`src/rtl/irq_pkg.sv`:
```
package irq_pkg;

  typedef enum logic [1:0] {
    TRIG_LEVEL_LOW = 2'b00,
    TRIG_ANY       = 2'b01,
    TRIG_FALL      = 2'b10,
    TRIG_RISE      = 2'b11
  } trig_mode_e;

  localparam int NUM_SRC = 2;
  localparam int SRC_EXT = 0;
  localparam int SRC_TMR = 1;

endpackage

```
`src/rtl/irq_pin_detect.sv`:
```
module irq_pin_detect #(
  parameter int SYNC_STAGES = 2
) (
  input  logic       clk,
  input  logic       rst_n,
  input  logic       pin_async,
  input  logic [1:0] mode,
  output logic       pin_level,
  output logic       edge_hit
);
  import irq_pkg::*;

  logic [SYNC_STAGES-1:0] sync_q, sync_d;
  logic                   prev_q, prev_d;
  logic                   rise, fall;

  // synchronizer chain next state
  always_comb begin
    sync_d[0] = pin_async;
  end

  generate
    for (genvar i = 1; i < SYNC_STAGES; i++) begin : g_sync
      always_comb sync_d[i] = sync_q[i-1];
    end
  endgenerate

  assign prev_d    = sync_q[SYNC_STAGES-1];
  assign pin_level = sync_q[SYNC_STAGES-1];

  always_ff @(posedge clk or negedge rst_n) begin
    if (!rst_n) begin
      sync_q <= '0;
      prev_q <= 1'b0;
    end else begin
      sync_q <= sync_d;
      prev_q <= prev_d;
    end
  end

  assign rise = pin_level & ~prev_q;
  assign fall = ~pin_level & prev_q;

  always_comb begin
    unique case (trig_mode_e'(mode))
      TRIG_ANY:  edge_hit = rise | fall;
      TRIG_FALL: edge_hit = fall;
      TRIG_RISE: edge_hit = rise;
      default:   edge_hit = 1'b0;
    endcase
  end

endmodule

```
`src/rtl/irq_flag_cell.sv`:
```
module irq_flag_cell (
  input  logic clk,
  input  logic rst_n,
  input  logic set_evt,
  input  logic clr_evt,
  input  logic force_clr,
  output logic flag_q
);

  logic flag_d;
  logic flag_en;

  // priority: forced clear, then set, then clear
  always_comb begin
    flag_d = flag_q;
    if (force_clr)    flag_d = 1'b0;
    else if (set_evt) flag_d = 1'b1;
    else if (clr_evt) flag_d = 1'b0;
  end

  assign flag_en = force_clr | set_evt | clr_evt;

  always_ff @(posedge clk or negedge rst_n) begin
    if (!rst_n)       flag_q <= 1'b0;
    else if (flag_en) flag_q <= flag_d;
  end

endmodule

```
`src/rtl/irq_status_unit.sv`:
```
module irq_status_unit #(
  parameter int          ADDR_W       = 6,
  parameter int          DATA_W       = 8,
  parameter int          SYNC_STAGES  = 2,
  parameter logic [5:0]  ADDR_EXT_FLG = 6'h3A,
  parameter logic [5:0]  ADDR_TMR_MSK = 6'h39,
  parameter logic [5:0]  ADDR_TMR_FLG = 6'h38,
  parameter int          EXT_BIT      = 6,
  parameter int          OVF_BIT      = 1
) (
  input  logic              clk,
  input  logic              rst_n,
  input  logic [ADDR_W-1:0] bus_addr,
  input  logic              bus_wr,
  input  logic              bus_rd,
  input  logic [DATA_W-1:0] bus_wdata,
  output logic [DATA_W-1:0] bus_rdata,
  input  logic              ext_pin,
  input  logic [1:0]        ext_mode,
  input  logic              ext_en,
  input  logic              glob_ie,
  input  logic              tmr_ovf_pulse,
  input  logic              ack_ext,
  input  logic              ack_tmr,
  output logic              req_ext,
  output logic              req_tmr
);
  import irq_pkg::*;

  localparam int SRC_N = NUM_SRC;

  logic             sel_ext_flg, sel_tmr_msk, sel_tmr_flg;
  logic             pin_level, edge_hit, level_mode;
  logic [SRC_N-1:0] set_evt, clr_evt, force_clr, ack_vec, flag_q;
  logic             tov_en_q, tov_en_d, tov_en_we;
  logic             ext_flag_vis;
  logic [DATA_W-1:0] rdata_d;
  logic             unused_wdata_bits;

  // address decode
  assign sel_ext_flg = (bus_addr == ADDR_W'(ADDR_EXT_FLG));
  assign sel_tmr_msk = (bus_addr == ADDR_W'(ADDR_TMR_MSK));
  assign sel_tmr_flg = (bus_addr == ADDR_W'(ADDR_TMR_FLG));

  irq_pin_detect #(.SYNC_STAGES(SYNC_STAGES)) u_pin (
    .clk       (clk),
    .rst_n     (rst_n),
    .pin_async (ext_pin),
    .mode      (ext_mode),
    .pin_level (pin_level),
    .edge_hit  (edge_hit)
  );

  assign level_mode = (trig_mode_e'(ext_mode) == TRIG_LEVEL_LOW);

  // per-source event wiring
  assign set_evt[SRC_EXT]   = edge_hit;
  assign set_evt[SRC_TMR]   = tmr_ovf_pulse;
  assign clr_evt[SRC_EXT]   = bus_wr & sel_ext_flg & bus_wdata[EXT_BIT];
  assign clr_evt[SRC_TMR]   = bus_wr & sel_tmr_flg & bus_wdata[OVF_BIT];
  assign force_clr[SRC_EXT] = level_mode;
  assign force_clr[SRC_TMR] = 1'b0;
  assign ack_vec[SRC_EXT]   = ack_ext;
  assign ack_vec[SRC_TMR]   = ack_tmr;

  generate
    for (genvar s = 0; s < SRC_N; s++) begin : g_flag
      irq_flag_cell u_cell (
        .clk       (clk),
        .rst_n     (rst_n),
        .set_evt   (set_evt[s]),
        .clr_evt   (clr_evt[s] | ack_vec[s]),
        .force_clr (force_clr[s]),
        .flag_q    (flag_q[s])
      );
    end
  endgenerate

  // timer overflow enable register
  assign tov_en_we = bus_wr & sel_tmr_msk;
  assign tov_en_d  = bus_wdata[OVF_BIT];

  always_ff @(posedge clk or negedge rst_n) begin
    if (!rst_n)         tov_en_q <= 1'b0;
    else if (tov_en_we) tov_en_q <= tov_en_d;
  end

  // external flag hidden in level mode
  assign ext_flag_vis = flag_q[SRC_EXT] & ~level_mode;

  always_comb begin
    rdata_d = '0;
    if (bus_rd) begin
      if (sel_ext_flg) rdata_d[EXT_BIT] = ext_flag_vis;
      if (sel_tmr_msk) rdata_d[OVF_BIT] = tov_en_q;
      if (sel_tmr_flg) rdata_d[OVF_BIT] = flag_q[SRC_TMR];
    end
  end

  assign bus_rdata = rdata_d;

  // request outputs
  assign req_tmr = glob_ie & tov_en_q & flag_q[SRC_TMR];
  assign req_ext = glob_ie & ext_en & (level_mode ? ~pin_level : flag_q[SRC_EXT]);

  assign unused_wdata_bits = ^bus_wdata;

endmodule

```
`config.mk`:
```
export PLATFORM = sky130hd
export DESIGN_NAME = irq_status_unit
export DESIGN_NICKNAME = d
export VERILOG_FILES = /design/src/rtl/irq_pkg.sv /design/src/rtl/irq_pin_detect.sv /design/src/rtl/irq_flag_cell.sv /design/src/rtl/irq_status_unit.sv
export SDC_FILE = /design/constraint.sdc
export NUM_CORES = 1
export LEC_CHECK = 0
export BUFFER_PORTS_ARGS = -buffer_cell sky130_fd_sc_hd__buf_4
export CORE_AREA = 2 2 39 41
export CTS_CLUSTER_DIAMETER = 120
export DETAILED_ROUTE_END_ITERATION = 7
export DIE_AREA = 0 0 41 43
export PLACE_DENSITY = 0.75
export SETUP_SLACK_MARGIN = 0.15
export SLEW_MARGIN = 20
export SYNTH_ARGS = -nofsm -noshare
export SYNTH_HDL_FRONTEND = slang
export SYNTH_SLANG_ARGS = --single-unit
```
`constraint.sdc`:
```
create_clock -name clk -period 1.7 [get_ports clk]
set_clock_uncertainty 0.05 [all_clocks]
set_input_delay 0.17 -clock clk [delete_from_list [all_inputs] [get_ports clk]]
set_output_delay 0.17 -clock clk [all_outputs]
set_load 0.05 [all_outputs]
```
==> flow_summary.json <==
{
  "status": "complete, no violations",
  "antenna_found_initial": 0,
  "ctsResizeCount": 0,
  "vias": 374,
  "synth_cell_types": 22,
  "gp_congestion": 0.744,
  "cp-start-kind": "register",
  "ir_worst_vdd_uv": 402,
  "crit_cells": 3,
  "drive_gt1_share_pct": 48.5,
  "p_clk_share_pct": 30.8,
  "io_pins": 36,
  "crit_path_max_incr_delay_ns": 0.40,
  "layout.nets": 96,
  "path_max_fanout": 4,
  "n_antenna_cell": 0,
  "p_leak_nw": 0.332,
  "io_buffer_count": 23,
  "fmax_mhz": 687,
  "pwr-share-seq_pct": 38.2,
  "cts_sinks": 6,
  "path_buf_inv": 1,
  "cts_tree": "yes",
  "placementRows": 14,
  "areaGrowthSynthToFinish_pct": 53.6,
  "wl_microns": 997,
  "power_density_nw_per_um2": 656,
  "crit_arrival_ns": 1.23,
  "die_area_sq_um": 1760,
  "synth-seq-cells": 6,
  "critical_path_required_ns": 1.48,
  "netSwitchingFraction_pct": 30.8,
  "clk_pin_slew_ns": 0.05,
  "critical_path_class": "reg2out",
  "synth_warnings": 0,
  "cp-end-kind": "output port",
  "crit_chain": "o31ai_1 > and3_1 > buf_4",
  "p_total_mw": 0.421,
  "die_w_microns": 41,
  "track_usage_pct": 14.6,
  "die_y_microns": 43,
  "min_period_over_period_pct": 85.6,
  "syn_inst": 39,
  "p_comb_share_pct": 31.0,
  "dp_hpwl_microns": 832,
  "min_delay_path_depth": 2,
  "cap_violations": 0,
  "postSynthAreaPerCell_sq_um": 10.7,
  "via_per_inst": 4.56,
  "gr-total-overflow": 0,
  "drt_iter0_markers": 4,
  "cts_buffers": 3,
  "post_drt_wl_per_cell_microns": 12.2,
  "insertion_delay_ns": 0.24,
  "final_hold_viol_count": 0,
  "hold_path.class": "in2reg",
  "core_sq_um": 1380,
  "pre_cts_slack_ns": 0.410,
  "grt_max_degree": 7,
  "detail_route.first_pass.iterations": 2,
  "finalSetupTns_ns": 0,
  "internal-power_mw": 0.292,
  "htree_levels": 1,
  "fin_ws_ns": 0.245,
  "clk_path_buf_depth": 2,
  "slew_violations": 0,
  "crit_family": "flip-flops",
  "rsz0062_at_grt": "no",
  "grt_pass1_vias": 386,
  "setup_violations": 0,
  "drc": 0,
  "reg2regPathDepth": 5,
  "finalCriticalPeriod_ns": 1.45,
  "start_util_pct": 30.2,
  "clockRootBuffer": "clkbuf_4",
  "antenna_left": 0,
  "grt_first_pass_wirelength_microns": 1660,
  "crit_slowest_cell": "dfrtp_1",
  "syn_area_sq_um": 418,
  "yosysSeqAreaShare_pct": 35.9,
  "p_switching_mw": 0.130
}
==> registers in the layout, summed over array words and instances (netlist names) <==
register,count
tov_en_q,1
u_pin.prev_q,1
u_pin.sync_q,2
g_flag.u_cell.flag_q,2
==> metal layers <==
metal | track usage [%] | part of all wire [%] | routed length [microns] | vias up
li1 | - | - | - | 182
met1 | 15.3 | 36 | 361 | 178
met2 | 25.0 | 58 | 580 | 14
met3 | 6.28 | 5.4 | 54 | 0
met4 | 4.00 | 0 | 0 | 0
met5 | 0 | 0 | 0 | -
==> kinds of logic (layout without fill, tap and decap cells) <==
| group | count (synthesis) | in the layout | synth area share, % |
|---|---|---|---|
| flip-flops | 6 | 6 | 35.9 |
| multiplexers | 3 | 3 | 9.58 |
| AND/OR/NAND/NOR | 13 | 13 | 26.0 |
| other | 1 | 6 | 0.897 |
| adder cells (fa/ha/maj) | 2 | 2 | 5.99 |
| buffers and inverters | 9 | 31 | 13.5 |
| AO/OA/AOI/OAI | 5 | 5 | 8.08 |
==> layout make-up <==
cell class                 instances  area (sq um)
timing repair buffer              25           193
fill                             152           742
multi-input combinational         29           245
clock buffer                       3          22.5
inverter                           3          11.3
tap                               16          20.0
sequential                         6           150
==> cells in the final DEF (no fill, tap or decap) <==
cell type      synthesis  routed
conb_1                 1       6
nand4b_1               1       1
dlygate4sd3_1          0       2
clkbuf_4               0       3
o31ai_1                2       2
o311ai_1               1       1
mux2_4                 2       2
mux2i_1                1       1
nor2_2                 1       1
buf_4                  6      23
nor4_2                 0       1
nor4b_4                0       1
nand2b_1               1       1
nand3b_1               2       2
nand4b_4               1       1
nor3b_1                1       1
a21oi_1                1       1
and3_1                 2       2
nor2_1                 1       1
nand2_1                1       1
ha_1                   2       2
dfrtp_1                6       6
o21ai_1                1       1
inv_1                  3       3
==> worst paths after layout <==
| path | from | to | slack (ns) |
|---|---|---|---|
| setup / recovery | u_pin.sync_q[1]$_DFF_PN0_ | req_ext | 0.25 |
| setup reg to reg | u_pin.sync_q[1]$_DFF_PN0_ | g_flag[0].u_cell.flag_q$_DFFE_PN0P_ | 0.41 |
| hold / removal | ack_ext | g_flag[0].u_cell.flag_q$_DFFE_PN0P_ | 0.06 |
| hold reg to reg | u_pin.sync_q[0]$_DFF_PN0_ | u_pin.sync_q[1]$_DFF_PN0_ | 0.29 |
| max in group asynchronous | rst_n | g_flag[1].u_cell.flag_q$_DFFE_PN0P_ | 1.27 |
| min in group asynchronous | rst_n | g_flag[0].u_cell.flag_q$_DFFE_PN0P_ | 0.22 |
==> what timing repair did <==
item,in CTS,in global routing
hold buffers,2,0
setup buffers,0,0
hold endpoints to repair,7,0
==> per-stage QoR <==
step | cells | cell area (sq um) | hold slack, ns | utilization, %
after floorplan | 44 | 452 | -0.176 | -
after global placement | 77 | 599 | -0.0711 | 43.3
after detailed placement | 77 | 599 | -0.0697 | 43.3
after CTS | 82 | 642 | 0.0557 | 46.4
after global routing | 82 | 642 | 0.0612 | 46.4
final | 82 | 642 | 0.0567 | 46.4
==> power by group through the flow <==
stage               clock, mW  combinational (mW)  sequential [mW]
global route            0.146               0.141            0.163
global placement            0               0.124            0.163
detailed placement          0               0.128            0.163
CTS                     0.137               0.132            0.161
finish                  0.130               0.131            0.161
floorplan                   0              0.0840            0.161
==> cells in the mapped netlist (all sizes together) <==
cell type	count	area [sq um]
o31ai	2	15.0
nor3b	1	7.51
o311ai	1	8.76
nand3b	2	15.0
buf	6	45.0
inv	3	11.3
nand2b	1	6.26
ha	2	25.0
and3	2	12.5
o21ai	1	5.00
mux2	2	30.0
mux2i	1	10.0
nand2	1	3.75
nor4	1	6.26
nor4b	1	15.0
nor2	2	10.0
dfrtp	6	150
conb	1	3.75
nand4b	2	32.5
a21oi	1	5.00
(Power assumes the default switching activity.)
